## config.mk

```make
export PLATFORM = sky130hd
export DESIGN_NAME = irq_funnel
export DESIGN_NICKNAME = d
export VERILOG_FILES = /design/src/rtl/irq_funnel_pkg.sv /design/src/rtl/irq_sync.sv /design/src/rtl/irq_edge_pend.sv /design/src/rtl/irq_regs.sv /design/src/rtl/irq_funnel.sv
export SDC_FILE = /design/constraint.sdc
export NUM_CORES = 1
export LEC_CHECK = 0
export BUFFER_PORTS_ARGS = -buffer_cell sky130_fd_sc_hd__buf_2
export CORE_MARGIN = 1
export CORE_UTILIZATION = 55
export CTS_CLUSTER_SIZE = 12
export DETAILED_ROUTE_END_ITERATION = 7
export PLACE_DENSITY = 0.76
export SETUP_SLACK_MARGIN = 0.15
export SYNTH_ARGS = -nofsm -noshare
export SYNTH_HDL_FRONTEND = slang
export SYNTH_SLANG_ARGS = --single-unit
```

## constraint.sdc

```tcl
create_clock -name clk_i -period 6.65 [get_ports clk_i]
set_input_delay 0.3325 -clock clk_i [delete_from_list [all_inputs] [get_ports clk_i]]
set_output_delay 0.3325 -clock clk_i [all_outputs]
set_load 0.01 [all_outputs]
```

## src/rtl/irq_funnel_pkg.sv

```systemverilog
package irq_funnel_pkg;
  localparam int unsigned NSRC_DEF = 32;
  localparam logic [7:0] OFS_ACK  = 8'h10;
  localparam logic [7:0] OFS_MASK = 8'h14;
  localparam logic [7:0] OFS_STAT = 8'h1C;

  typedef enum logic [1:0] {
    SEL_NONE = 2'd0,
    SEL_ACK  = 2'd1,
    SEL_MASK = 2'd2,
    SEL_STAT = 2'd3
  } reg_sel_e;
endpackage

```

## src/rtl/irq_sync.sv

```systemverilog
module irq_sync #(
  parameter int unsigned W      = 32,
  parameter int unsigned STAGES = 2
) (
  input  logic         clk_i,
  input  logic         rst_ni,
  input  logic [W-1:0] d_i,
  output logic [W-1:0] q_o
);
  logic [W-1:0] stage_q [STAGES];
  logic [W-1:0] stage_d [STAGES];

  for (genvar g = 0; g < STAGES; g++) begin : g_stage
    if (g == 0) begin : g_first
      assign stage_d[g] = d_i;
    end else begin : g_next
      assign stage_d[g] = stage_q[g-1];
    end

    always_ff @(posedge clk_i or negedge rst_ni) begin
      if (!rst_ni) stage_q[g] <= '0;
      else         stage_q[g] <= stage_d[g];
    end
  end

  assign q_o = stage_q[STAGES-1];
endmodule

```

## src/rtl/irq_edge_pend.sv

```systemverilog
module irq_edge_pend #(
  parameter int unsigned W = 32
) (
  input  logic         clk_i,
  input  logic         rst_ni,
  input  logic [W-1:0] sync_i,
  input  logic [W-1:0] hold_clr_i,
  output logic [W-1:0] rise_o,
  output logic [W-1:0] pend_o
);
  logic [W-1:0] prev_q;
  logic [W-1:0] pend_q;
  logic [W-1:0] pend_d;

  for (genvar n = 0; n < W; n++) begin : g_src
    always_comb begin
      rise_o[n] = sync_i[n] & ~prev_q[n];
      if (hold_clr_i[n])  pend_d[n] = 1'b0;
      else if (rise_o[n]) pend_d[n] = 1'b1;
      else                pend_d[n] = pend_q[n];
    end
  end

  always_ff @(posedge clk_i or negedge rst_ni) begin
    if (!rst_ni) begin
      prev_q <= '0;
      pend_q <= '0;
    end else begin
      prev_q <= sync_i;
      pend_q <= pend_d;
    end
  end

  assign pend_o = pend_q;
endmodule

```

## src/rtl/irq_regs.sv

```systemverilog
module irq_regs
  import irq_funnel_pkg::*;
#(
  parameter int unsigned W      = 32,
  parameter int unsigned ADDR_W = 8
) (
  input  logic              clk_i,
  input  logic              rst_ni,
  input  logic              we_i,
  input  logic [ADDR_W-1:0] addr_i,
  input  logic [W-1:0]      wdata_i,
  input  logic [W-1:0]      pend_i,
  output logic [W-1:0]      mask_o,
  output logic [W-1:0]      ack_o,
  output logic [W-1:0]      status_o,
  output logic [W-1:0]      rdata_o
);
  localparam logic [ADDR_W-1:0] A_ACK  = ADDR_W'(OFS_ACK);
  localparam logic [ADDR_W-1:0] A_MASK = ADDR_W'(OFS_MASK);
  localparam logic [ADDR_W-1:0] A_STAT = ADDR_W'(OFS_STAT);

  reg_sel_e     sel;
  logic [W-1:0] mask_q, mask_d;
  logic [W-1:0] ack_q, ack_d;
  logic         mask_en, ack_en;

  always_comb begin
    unique case (addr_i)
      A_ACK:   sel = SEL_ACK;
      A_MASK:  sel = SEL_MASK;
      A_STAT:  sel = SEL_STAT;
      default: sel = SEL_NONE;
    endcase
  end

  assign mask_en = we_i && (sel == SEL_MASK);
  assign ack_en  = we_i && (sel == SEL_ACK);
  assign mask_d  = wdata_i;
  assign ack_d   = wdata_i;

  always_ff @(posedge clk_i or negedge rst_ni) begin
    if (!rst_ni) begin
      mask_q <= '1;
      ack_q  <= '0;
    end else begin
      if (mask_en) mask_q <= mask_d;
      if (ack_en)  ack_q  <= ack_d;
    end
  end

  assign status_o = pend_i & ~mask_q;
  assign mask_o   = mask_q;
  assign ack_o    = ack_q;

  always_comb begin
    unique case (sel)
      SEL_ACK:  rdata_o = ack_q;
      SEL_MASK: rdata_o = mask_q;
      SEL_STAT: rdata_o = status_o;
      default:  rdata_o = '0;
    endcase
  end
endmodule

```

## src/rtl/irq_funnel.sv

```systemverilog
module irq_funnel
  import irq_funnel_pkg::*;
#(
  parameter int unsigned NSRC     = NSRC_DEF,
  parameter int unsigned ADDR_W   = 8,
  parameter int unsigned SYNC_STG = 2
) (
  input  logic              clk_i,
  input  logic              rst_ni,
  input  logic [NSRC-1:0]   src_i,
  input  logic              bus_we_i,
  input  logic [ADDR_W-1:0] bus_addr_i,
  input  logic [NSRC-1:0]   bus_wdata_i,
  output logic [NSRC-1:0]   bus_rdata_o,
  output logic              irq_o
);
  logic [1:0]      rst_pipe_q;
  logic            rst_sync_n;
  logic [NSRC-1:0] src_sync;
  logic [NSRC-1:0] rise_w;
  logic [NSRC-1:0] pend_w;
  logic [NSRC-1:0] mask_w;
  logic [NSRC-1:0] ack_w;
  logic [NSRC-1:0] status_w;
  logic            irq_d, irq_q;

  always_ff @(posedge clk_i or negedge rst_ni) begin
    if (!rst_ni) rst_pipe_q <= 2'b00;
    else         rst_pipe_q <= {rst_pipe_q[0], 1'b1};
  end
  assign rst_sync_n = rst_pipe_q[1];

  irq_sync #(.W(NSRC), .STAGES(SYNC_STG)) u_sync (
    .clk_i (clk_i),
    .rst_ni(rst_sync_n),
    .d_i   (src_i),
    .q_o   (src_sync)
  );

  irq_edge_pend #(.W(NSRC)) u_pend (
    .clk_i     (clk_i),
    .rst_ni    (rst_sync_n),
    .sync_i    (src_sync),
    .hold_clr_i(ack_w),
    .rise_o    (rise_w),
    .pend_o    (pend_w)
  );

  irq_regs #(.W(NSRC), .ADDR_W(ADDR_W)) u_regs (
    .clk_i   (clk_i),
    .rst_ni  (rst_sync_n),
    .we_i    (bus_we_i),
    .addr_i  (bus_addr_i),
    .wdata_i (bus_wdata_i),
    .pend_i  (pend_w),
    .mask_o  (mask_w),
    .ack_o   (ack_w),
    .status_o(status_w),
    .rdata_o (bus_rdata_o)
  );

  assign irq_d = |status_w;

  always_ff @(posedge clk_i or negedge rst_sync_n) begin
    if (!rst_sync_n) irq_q <= 1'b0;
    else             irq_q <= irq_d;
  end

  assign irq_o = irq_q;
endmodule

```

-- Word-level counts from Yosys, hierarchy flattened
Index checks and enable logic that the tools add are counted.
- input port bits: 75
- flip-flop bits (word level): 195
- equality and inequality tests: 6
- muxes and demuxes: 66
- bitwise operators: 66
- reductions and logical operators: 35
- operator list (cell ; count):
    one-hot mux 32 bit (3 select lines) ; 1
    2-to-1 mux 1 bit ; 64
    nonzero test 2 bit ; 32
    AND 1 bit ; 32
    AND 32 bit ; 1
    inverter 1 bit ; 32
    inverter 32 bit ; 1
    OR reduction 32 bit ; 1
    == test 8 x 5 -> 1 bit, second input constant ; 3
    one-hot mux 2 bit (3 select lines) ; 1
    == test 2 bit, second input constant ; 2
    == test 2 x 1 -> 1 bit, second input constant ; 1
    logical AND 1 bit ; 2

-- Depth between registers and ports, before layout
- depth in word-level cells: 4
- gate-level depth with buffers: 6
- mapped depth without buffers: 4

-- By module
A second synthesis with hierarchy kept.
- cell total of the unflattened synthesis: 556
- area total of the unflattened synthesis: 7982.7 um^2
- modules (own cells, without submodules) (module ; sequential area each (um^2) ; area each (um^2) ; cells an instance ; times used):
    irq_regs ; 1641.6 ; 3865.0 ; 349 ; 1
    irq_edge_pend ; 1601.5 ; 2362.3 ; 128 ; 1
    irq_sync ; 1601.5 ; 1601.5 ; 64 ; 1
    irq_funnel ; 75.1 ; 153.9 ; 15 ; 1

-- Least setup slack after synthesis
No wires, ideal clock.
- kind: input-to-reg
- start: input port bus_addr_i[7]
- end: register u_regs.ack_q[10] (netlist: u_regs.ack_o[10])
- data required time: 6.525 ns
- cell stages on the path: 6
- path buffers: 2
- setup slack: 4.768 ns
- arrival: 1.757 ns
- path through: nor4_2 nand3b_2 or4_1 buf_6 buf_12 mux2_4
- longest elaborated chain between the ends: 4
- elaborated cells on any way between the ends: 6
- RTL lines (what ; line ; RTL):
    from (decl) ; irq_funnel.sv:12 ; input logic [ADDR_W-1:0] bus_addr_i,
    == test 8 x 5 -> 1 bit ; irq_regs.sv:28 ; unique case (addr_i)
    one-hot mux 2 bit (3 select lines) * ; irq_regs.sv:28 ;
    == test 2 x 1 -> 1 bit * ; irq_regs.sv:37 ; assign ack_en = we_i && (sel == SEL_ACK);
    logical AND 1 bit * ; irq_regs.sv:37 ;
    to (signal assigned) ; irq_regs.sv:47 ; if (ack_en) ack_q <= ack_d;
    to (decl) ; irq_regs.sv:24 ; logic [W-1:0] ack_q, ack_d;
Every way passes the cells marked *; elsewhere a longest branch is shown, timed or not.
A chain may end at the register's enable or synchronous reset.

-- Final worst setup path
- start: input port bus_addr_i[7]
- end: register u_regs.ack_q[0] (netlist: u_regs.ack_o[0])
The elaborated chain is that of the path after synthesis.

==> results.toml <==
[drt]
drt-initial-drc-count = 297
dr.pass1.iters = 4
num_vias = 4610
routedWlPerCell_um = 17.28
routed_via_density = 5.263
routed_wirelength_um = 15140
drc = 0
postRouteAntennaNets = 0

[worst_setup_path]
regToRegStartpoint = "u_regs.mask_o[3]$_DFFE_PN1P_"
path_class = "input pin to flip-flop"
crit_fanout = 34
arrival_ns = 3.36
setup.worst_path.end_class = "flip-flop"
critPathRequiredTime_ns = 6.96
cp_cell_sequence = "buf_2 -> nor4_2 -> nand3b_2 -> or4_2 -> mux2_1"
r2r_cells = 4
cpMaxStageDelayCell = "or4_2"
start_kind = "input pin"
max_stage_delay_ns = 1.39
setup.worst_path.start = "bus_addr_i[7]"
r2r_setup_slack_ns = 4.48

[clocking]
cts-resized-gates = 0
clk_pin_slew_worst_paths_ns = 0.06
cts_made_buffers = 17
htreeDepth = 4
cts_sinks = 195
cts_tree = "yes"
clockBufferDepth = 2
clk_latency_ns = 0.43
cts-root-buf = "clkbuf_16"

[run]
drv_cap = 0

[floorplan]
core.rowCount = 42
core-area_sq_um = 13350
num_io_pins = 108
die_area_sq_um = 14230
die_w_um = 119.3
start_util_pct = 56.66
die_y_um = 119.3

[timing]
slew_headroom_pct = 21.23
fin_crit_ns = 3.048
worst_pin_slew_ns = 1.182
worst_slack_ns = 3.602
hold_viol_final = 0
fmax_mhz = 328.1
whs_ns = 0.02169
skew_ns = 0.005912
finalSetupTns_ns = 0
setup_viol = 0
maxSlewViolCount = 0
fin_crit_sh_pct = 45.84
rsz0062_at_grt = "no"

[global_route]
grt_usage_pct = 23.15
grt_start_max_net_pins = 90
antenna_found_initial = 0
overflow = 0
grt_pass1_vias = 4990
grt_pass1_wl_um = 24610

[layout]
areaGrowthSynthToFinish_pct = 19.11
final_cells = 876
fillers = 961
num_antenna_cells = 0
final_common_cell = "dfrtp_1"
layout_common_cells = "dfrtp_1, buf_2, mux2_4, nor2_1, a21oi_1"
finalNetCount = 762
layout-drive-gt1-share_pct = 34.00

[power_and_ir_drop]
vdd_drop_max_uv = 241.3
power_density_nw_per_um2 = 274.0
power.leakage_nw = 4.405

[status]
status = "complete, no violations"

[synth]
synthCells = 548
yosys_warnings = 0
synth.avg_cell_area_sq_um = 13.80
yosysSeqAreaShare_pct = 65.05
syn-num-nets = 623
ys_types = 30
ys_ff_latch = 195
synth_area_sq_um = 7564

[hold_path]
min_from = "src_i[10]"
hold_path_depth = 1
hp-class = "input pin to flip-flop"

[placed_design]
dp.cells = 812
port_buffers = 107
gp_congestion = 0.7791
dp_hpwl_um = 9497
pre_cts_slack_ns = 3.135
## routing by layer
metal  routed length [um]  track usage (%)  up-vias
met1                 6767            29.55     2357
met4                  256            7.911        0
met3                  654            6.370       24
met5                    0                0        -
li1                     -                -     2109
met2                 7461            38.15      120
## cell families after synthesis
family	Yosys count	share of synthesized area, %
compound gates	80	6.452
flops	195	65.05
other cells	1	0.04958
simple gates	116	8.056
mux	86	15.42
buf+inv	70	4.979
## layout make-up
type                    instances  area (sq um)  area share (%)
well taps                     176         220.2           2.444
flip-flops and latches        195          4923           54.65
multi-input cells             283          2272           25.22
clock buffers                  23         478.0           5.306
repair buffers                142         878.3           9.750
inverters                      48         180.2           2.000
clock inverters                 9         56.30          0.6250
## registers in the layout, summed over array words and instances, names as in the netlist
signal / flops
irq_o: 1
rst_pipe_q: 2
u_pend.pend_o: 32
u_pend.prev_q: 32
u_regs.ack_o: 32
u_regs.mask_o: 32
u_sync.q_o: 32
u_sync.stage_d: 32
## path summary, 6_finish.rpt
kind,endpoint
max in group asynchronous,u_pend.prev_q[10]$_DFF_PN0_
worst max-delay path,u_regs.ack_o[0]$_DFFE_PN0P_
min in group asynchronous,u_sync.stage_d[24]$_DFF_PN0_
worst min-delay path,u_sync.stage_d[10]$_DFF_PN0_
worst min register to register,u_sync.stage_d[24]$_DFF_PN0_
worst max register to register,irq_o$_DFF_PN0_
## repair_timing
action                                 CTS  global route
endpoints found under the hold margin   29             4
buffers inserted                         0             0
hold buffers                            28             4
## cell usage after synthesis
master / number / area, sq um
clkbuf_1: 10 / 37.54
inv_2: 1 / 3.750
or4_1: 2 / 15.01
buf_6: 2 / 22.52
nor2_1: 57 / 214.0
mux2i_1: 22 / 220.2
buf_1: 3 / 11.26
buf_12: 6 / 120.1
a21oi_1: 48 / 240.2
nand2b_1: 28 / 175.2
inv_1: 46 / 172.7
nor4_2: 1 / 12.51
o22ai_1: 4 / 25.02
a2bb2oi_1: 10 / 87.58
nand3b_1: 10 / 75.07
mux2_4: 60 / 900.9
clkinv_1: 1 / 3.750
conb_1: 1 / 3.750
nand3b_2: 1 / 11.26
mux2_1: 4 / 45.04
dfstp_2: 32 / 840.8
a22oi_1: 14 / 105.1
nor2b_1: 10 / 62.56
a2111o_1: 1 / 11.26
buf_2: 1 / 5.000
nand4_1: 4 / 25.02
o21ai_1: 2 / 10.01
nor4_1: 3 / 18.77
a2111oi_0: 1 / 8.760
dfrtp_1: 163 / 4079
## worst max-delay path, delay by kind of cell
| kind | cells | cell delay, ns |
|---|---|---|
| buffers and inverters | 1 | 0.12 |
| AND/OR/NAND/NOR | 3 | 2.37 |
| multiplexers | 1 | 0.51 |
## stage by stage
| stage | total power [W] | util, % | cell area [sq um] |
|---|---|---|---|
| floorplan | 0.001473 | - | 7564 |
| global placement | 0.001531 | 61.09 | 8154 |
| detailed placement | 0.001548 | 61.09 | 8154 |
| CTS | 0.002488 | 67.19 | 8969 |
| global route | 0.002576 | 67.49 | 9009 |
| finish | 0.002468 | 67.49 | 9009 |
## report_power, final
part | total, W | leakage (nW) | internal, W | switching (W)
combinational | 0.000219 | 1.91 | 0.000109 | 0.000111
clock | 0.000926 | 0.259 | 0.000506 | 0.000420
sequential | 0.00132 | 2.23 | 0.00128 | 0.0000483
total | 0.00247 | 4.41 | 0.00189 | 0.000579
(Power assumes the default switching activity.)
